**src/rtl/pmc_pkg.sv**
```systemverilog
package pmc_pkg;
  localparam int MODE_W = 3;

  typedef enum logic [MODE_W-1:0] {
    MODE_FULL   = 3'd0,
    MODE_ACTIVE = 3'd1,
    MODE_SLEEP  = 3'd2,
    MODE_DEEP   = 3'd3,
    MODE_HIBER  = 3'd4
  } pwrMode_e;

  typedef struct packed {
    pwrMode_e mode;
    logic     lockWait;
    logic     bypassHeld;
    logic     loadDirect;
    logic     enterFull;
  } ctrlStrobe_t;
endpackage

```
**src/rtl/pmc_ctrl.sv**
```systemverilog
module pmc_ctrl
  import pmc_pkg::*;
(
  input  logic              clk,
  input  logic              rstN,
  input  logic              reqValid,
  input  logic [MODE_W-1:0] reqMode,
  input  logic              wake,
  input  logic              multWrite,
  input  logic              pllLock,
  output ctrlStrobe_t       strobe
);
  localparam logic [MODE_W-1:0] LAST_CODE = MODE_W'(MODE_HIBER);

  pwrMode_e mode, modeNext, savedMode, savedNext;
  logic     lockWait, lockWaitNext, enterNext;
  logic     reqOk;

  assign reqOk = reqValid && (reqMode <= LAST_CODE) && (reqMode != mode);

  always_comb begin
    modeNext     = mode;
    savedNext    = savedMode;
    lockWaitNext = lockWait;
    enterNext    = 1'b0;
    if (lockWait) begin
      if (pllLock) begin
        lockWaitNext = 1'b0;
        modeNext     = MODE_FULL;
        enterNext    = 1'b1;
      end
    end else begin
      case (mode)
        MODE_FULL, MODE_ACTIVE: begin
          if (reqOk) begin
            modeNext  = pwrMode_e'(reqMode);
            enterNext = (pwrMode_e'(reqMode) == MODE_FULL);
            if (pwrMode_e'(reqMode) == MODE_SLEEP) savedNext = mode;
          end
        end
        MODE_SLEEP: begin
          if (wake) begin
            modeNext  = savedMode;
            enterNext = (savedMode == MODE_FULL);
          end
        end
        MODE_DEEP, MODE_HIBER: begin
          if (wake) lockWaitNext = 1'b1;
        end
        default: modeNext = MODE_FULL;
      endcase
    end
  end

  always_ff @(posedge clk) begin
    if (!rstN) begin
      mode      <= MODE_FULL;
      savedMode <= MODE_FULL;
      lockWait  <= 1'b0;
    end else begin
      mode      <= modeNext;
      savedMode <= savedNext;
      lockWait  <= lockWaitNext;
    end
  end

  always_comb begin
    strobe.mode       = mode;
    strobe.lockWait   = lockWait;
    strobe.bypassHeld = (savedMode == MODE_ACTIVE);
    strobe.loadDirect = multWrite && (mode == MODE_FULL) && !lockWait;
    strobe.enterFull  = enterNext;
  end

  // the lock wait ends in full-on one edge after lock is seen
  a_r5_lock_exit: assert property (@(posedge clk) disable iff (!rstN)
    lockWait && pllLock |=> (mode == MODE_FULL) && !lockWait);

  // while busy and unlocked, the mode holds
  a_r6_busy_hold: assert property (@(posedge clk) disable iff (!rstN)
    lockWait && !pllLock |=> $stable(mode));

  // a wake from sleep returns to the mode sleep was entered from
  a_r4_sleep_return: assert property (@(posedge clk) disable iff (!rstN)
    (mode == MODE_SLEEP) && wake && !lockWait |=> mode == $past(savedMode));

  // out-of-range codes never move the mode
  a_r3_bad_code: assert property (@(posedge clk) disable iff (!rstN)
    ((mode == MODE_FULL) || (mode == MODE_ACTIVE)) && !lockWait &&
    reqValid && (reqMode > LAST_CODE) |=> $stable(mode));
endmodule

```
**src/rtl/pmc_datapath.sv**
```systemverilog
module pmc_datapath
  import pmc_pkg::*;
#(
  parameter int MULT_W    = 6,
  parameter int MULT_INIT = 8
) (
  input  logic              clk,
  input  logic              rstN,
  input  ctrlStrobe_t       strobe,
  input  logic              multWrite,
  input  logic [MULT_W-1:0] multNew,
  output logic              pllEnable,
  output logic              pllBypass,
  output logic              coreClkEn,
  output logic              sysClkEn,
  output logic              corePowerEn,
  output logic [MULT_W-1:0] multiplier
);
  localparam logic [MULT_W-1:0] INIT_VAL = MULT_W'(MULT_INIT);

  logic [MULT_W-1:0] pendVal;
  logic              pendValid;

  always_ff @(posedge clk) begin
    if (!rstN) begin
      multiplier <= INIT_VAL;
      pendVal    <= '0;
      pendValid  <= 1'b0;
    end else begin
      if (strobe.loadDirect) begin
        multiplier <= multNew;
      end else if (strobe.enterFull) begin
        if (multWrite)      multiplier <= multNew;
        else if (pendValid) multiplier <= pendVal;
      end
      if (strobe.enterFull) begin
        pendValid <= 1'b0;
      end else if (multWrite && !strobe.loadDirect) begin
        pendVal   <= multNew;
        pendValid <= 1'b1;
      end
    end
  end

  logic [4:0] ctl;
  always_comb begin
    if (strobe.lockWait) ctl = 5'b11001;
    else begin
      case (strobe.mode)
        MODE_FULL:   ctl = 5'b10111;
        MODE_ACTIVE: ctl = 5'b11111;
        MODE_SLEEP:  ctl = {1'b1, strobe.bypassHeld, 3'b011};
        MODE_DEEP:   ctl = 5'b01001;
        MODE_HIBER:  ctl = 5'b01000;
        default:     ctl = 5'b10111;
      endcase
    end
  end
  assign {pllEnable, pllBypass, coreClkEn, sysClkEn, corePowerEn} = ctl;

  // a direct write lands on the next edge
  a_r7_direct_load: assert property (@(posedge clk) disable iff (!rstN)
    strobe.loadDirect |=> multiplier == $past(multNew));

  // outside direct writes and full-on entry the ratio holds
  a_r8_ratio_hold: assert property (@(posedge clk) disable iff (!rstN)
    !strobe.loadDirect && !strobe.enterFull |=> $stable(multiplier));

  // with core power off, PLL and clocks are off
  a_r2_power_off: assert property (@(posedge clk) disable iff (!rstN)
    !corePowerEn |-> !coreClkEn && !sysClkEn && !pllEnable);
endmodule

```
**src/rtl/pwr_mode_ctrl.sv**
```systemverilog
module pwr_mode_ctrl
  import pmc_pkg::*;
#(
  parameter int MULT_W    = 6,
  parameter int MULT_INIT = 8
) (
  input  logic              clk,
  input  logic              rstN,
  input  logic              reqValid,
  input  logic [2:0]        reqMode,
  input  logic              wake,
  input  logic              multWrite,
  input  logic [MULT_W-1:0] multNew,
  input  logic              pllLock,
  output logic              pllEnable,
  output logic              pllBypass,
  output logic              coreClkEn,
  output logic              sysClkEn,
  output logic              corePowerEn,
  output logic [2:0]        curMode,
  output logic              busy,
  output logic [MULT_W-1:0] multiplier
);
  ctrlStrobe_t strobe;

  pmc_ctrl i_ctrl (
    .clk(clk), .rstN(rstN), .reqValid(reqValid), .reqMode(reqMode),
    .wake(wake), .multWrite(multWrite), .pllLock(pllLock), .strobe(strobe)
  );

  pmc_datapath #(.MULT_W(MULT_W), .MULT_INIT(MULT_INIT)) i_dp (
    .clk(clk), .rstN(rstN), .strobe(strobe), .multWrite(multWrite),
    .multNew(multNew), .pllEnable(pllEnable), .pllBypass(pllBypass),
    .coreClkEn(coreClkEn), .sysClkEn(sysClkEn), .corePowerEn(corePowerEn),
    .multiplier(multiplier)
  );

  assign curMode = strobe.mode;
  assign busy    = strobe.lockWait;
endmodule

```
**config.mk**
```make
export PLATFORM = sky130hd
export DESIGN_NAME = pwr_mode_ctrl
export DESIGN_NICKNAME = d
export VERILOG_FILES = /design/src/rtl/pmc_pkg.sv /design/src/rtl/pmc_ctrl.sv /design/src/rtl/pmc_datapath.sv /design/src/rtl/pwr_mode_ctrl.sv
export SDC_FILE = /design/constraint.sdc
export NUM_CORES = 1
export LEC_CHECK = 0
export CAP_MARGIN = 20
export CELL_PAD_IN_SITES_DETAIL_PLACEMENT = 0
export CELL_PAD_IN_SITES_GLOBAL_PLACEMENT = 1
export CORE_UTILIZATION = 48
export CTS_CLUSTER_DIAMETER = 40
export DETAILED_ROUTE_END_ITERATION = 16
export DONT_BUFFER_PORTS = 1
export PLACE_DENSITY = 0.81
export SLEW_MARGIN = 10
export SYNTH_ARGS = -nofsm -noshare
export SYNTH_HDL_FRONTEND = slang
export SYNTH_SLANG_ARGS = --single-unit
```
**constraint.sdc**
```tcl
create_clock -name clk -period 4.8 [get_ports clk]
set_input_delay 0.48 -clock clk [delete_from_list [all_inputs] [get_ports clk]]
set_output_delay 0.48 -clock clk [all_outputs]
set_load 0.01 [all_outputs]
```
==> run_results.csv <==
group,metric,value,unit
global_route,grt_pass1_vias,854,
timing,tightest_slew,0.709,ns
clock_network,cts_buffer_depth,2,
floorplan,die_area,2590,um^2
floorplan,rows,17,
floorplan,ios,30,
run_status,status,"completed",
routing,drt_first_pass_iters,4,
placement,post-dp-hpwl,1.77,mm
global_route,antenna_found_initial,0,
power_and_ir_drop,leakagePower,0.488,nW
timing,relSlewSlack,52.7,%
placement,place_area,1130,um^2
critical_path,crit_type,"reg -> out",
power_and_ir_drop,power,0.754,mW
timing,fin_crit_sh,44.6,%
critical_path,cp.required,4.32,ns
yosys,syn_avg_cell_area,8.57,um^2
critical_path,endpoint_kind,"output port",
yosys,yosysTopAreaCell,"dfxtp_1",
cells_and_area,final_common_cell,"nand2_1",
floorplan,die_x,50.9,um
critical_path,regToRegSetupSlack,2.73,ns
yosys,async_flop_share,0,%
timing,fin_hold_ws,0.272,ns
clock_network,cts-root-buf,"clkbuf_4",
routing,drt_iter0_markers,12,
yosys,synth_area_leaders,"dfxtp_1, mux2i_1, nand2_1",
yosys,ys.flop_type,"dfxtp_1",
timing,rsz0062_at_grt,"no",
floorplan,fp.dieH,50.9,um
floorplan,initial_core_util,51.4,%
yosys,syn-num-nets,149,
clock_network,cts_tree,"built",
routing,viasPerCell,6.03,
clock_network,clkTransAtPathRegs,0.12,ns
global_route,grt_remaining_overflow,0,
global_route,grt_max_degree,30,
routing,wirelength,2.42,mm
yosys,synth_cell_types,34,
cells_and_area,antenna_cells,0,
clock_network,clock_latency,0.30,ns
cells_and_area,syn_to_final_growth,3.16,%
cells_and_area,final_cell_mix,"nand2_1, dfxtp_1, mux2i_1",
floorplan,core,2230,um^2
placement,place_congestion,0.908,
placement,io_buffer_count,0,
power_and_ir_drop,powerDensity,637,nW/um^2
timing,max_clock_freq,0.467,GHz
cells_and_area,drive_gt1_share,6.98,%
clock_network,cts_resized,0,
critical_path,arrival,1.66,ns
yosys,ys_warn_count,0,
yosys,netlist_area,1150,um^2
timing,report.final.hold_viol_count,0,
yosys,ys_seq_elements,20,
cells_and_area,nets,145,
yosys,syn_inst,134,
clock_network,cts.htree.levels,1,
cells_and_area,postLayoutCellArea,1180,um^2
cells_and_area,final.fill_count,217,
routing,via_count,947,
power_and_ir_drop,peakVddDrop,292,uV
critical_path,critPathLaunchType,"flop",
routing,final_antenna_net_count,0,
clock_network,cts_setup_buffers,0,
timing,slew_viol_final,0,
routing,route.detailed.drc,0,
global_route,grtUsageTotal,20.5,%
yosys,synthDominantCellAreaShare,34.9,%
global_route,grt_pass1_wl,3.94,mm
clock_network,clock_sinks,20,
timing,period_needed,2.14,ns
yosys,yosysSeqAreaShare,34.9,%
timing,tns,0,ns
clock_network,cts_buffers,3,
flow_run,max_cap_violations,0,
hold_path,min_path_type,"in -> reg",
clock_network,cts_hold_buf,0,
critical_path,crit_path_max_fanout,13,
timing,finalClockSkew,0.00215,ns
timing,setup-violations-final,0,
yosys,synth_edf_count,0,
routing,routedWlPerCell,15.4,um
==> routing by layer <==
metal	up-vias	wire length, um	track usage (%)
li1	463	-	-
met1	444	1120	27.8
met2	32	1090	29.6
met3	8	160	5.06
met4	0	50	11.1
met5	-	0	0
==> power breakdown <==
group	leakage (nW)	switching (mW)	internal, mW
clock network	0.0279	0.0546	0.0844
logic	0.297	0.171	0.136
registers	0.163	0.0878	0.220
==> cells in the mapped netlist (all sizes together), types with 4 or more instances <==
library cell,count
inv,6
o21ai,5
nand3,7
nor2b,6
dfxtp,20
nor2,4
buf,5
clkbuf,4
o211a,5
mux2i,16
nand2,25
nor3,4
==> per-stage QoR <==
stage	util [%]	cells	setup slack, ns
2_1_floorplan	-	134	3.17
3_3_place_gp	50.7	153	2.84
3_5_place_dp	50.7	153	2.74
4_1_cts	53.1	157	2.65
5_1_grt	53.1	157	2.49
6_report	53.1	157	2.66
==> logic make-up after synthesis <==
kind of cell,Yosys count,synth area share (%)
simple gates,57,26.8
buf+inv,15,6.43
xor+xnor,3,2.29
compound gates,23,15.7
flops,20,34.9
mux,16,13.9
==> area by class of cell <==
| type | count | area (um^2) | area share [%] |
|---|---|---|---|
| Tap cell | 28 | 35.0 | 2.96 |
| Clock buffer | 3 | 22.5 | 1.90 |
| Multi-Input combinational cell | 99 | 674 | 56.9 |
| Sequential cell | 20 | 400 | 33.8 |
| Inverter | 6 | 22.5 | 1.90 |
| Clock inverter | 1 | 30.0 | 2.53 |
==> worst max-delay path, stage by stage (launching register included) <==
cell and delay, ns:
dfxtp_1 0.64, nor2b_1 0.26, a22oi_1 0.11, or2_2 0.35
==> sequential cells by signal, summed over array words and instances, names as in the netlist <==
register	count
i_ctrl.savedMode	3
i_ctrl.lockWait	1
i_dp.pendValid	1
i_dp.pendVal	6
i_dp.multiplier	6
i_ctrl.mode	3
==> final timing paths <==
| check | startpoint | endpoint | depth (start not counted) |
|---|---|---|---|
| max | i_ctrl.mode[1]$_SDFFE_PN0P_ | pllEnable | 3 |
| min | rstN | i_dp.multiplier[3]$_SDFFE_PN1P_ | 1 |
| max reg2reg | i_ctrl.mode[2]$_SDFFE_PN0P_ | i_dp.multiplier[2]$_SDFFE_PN0P_ | 5 |
| min reg2reg | i_dp.pendVal[2]$_SDFFE_PN0P_ | i_dp.pendVal[2]$_SDFFE_PN0P_ | 2 |
Note: power is estimated with default switching activity, not from simulation.
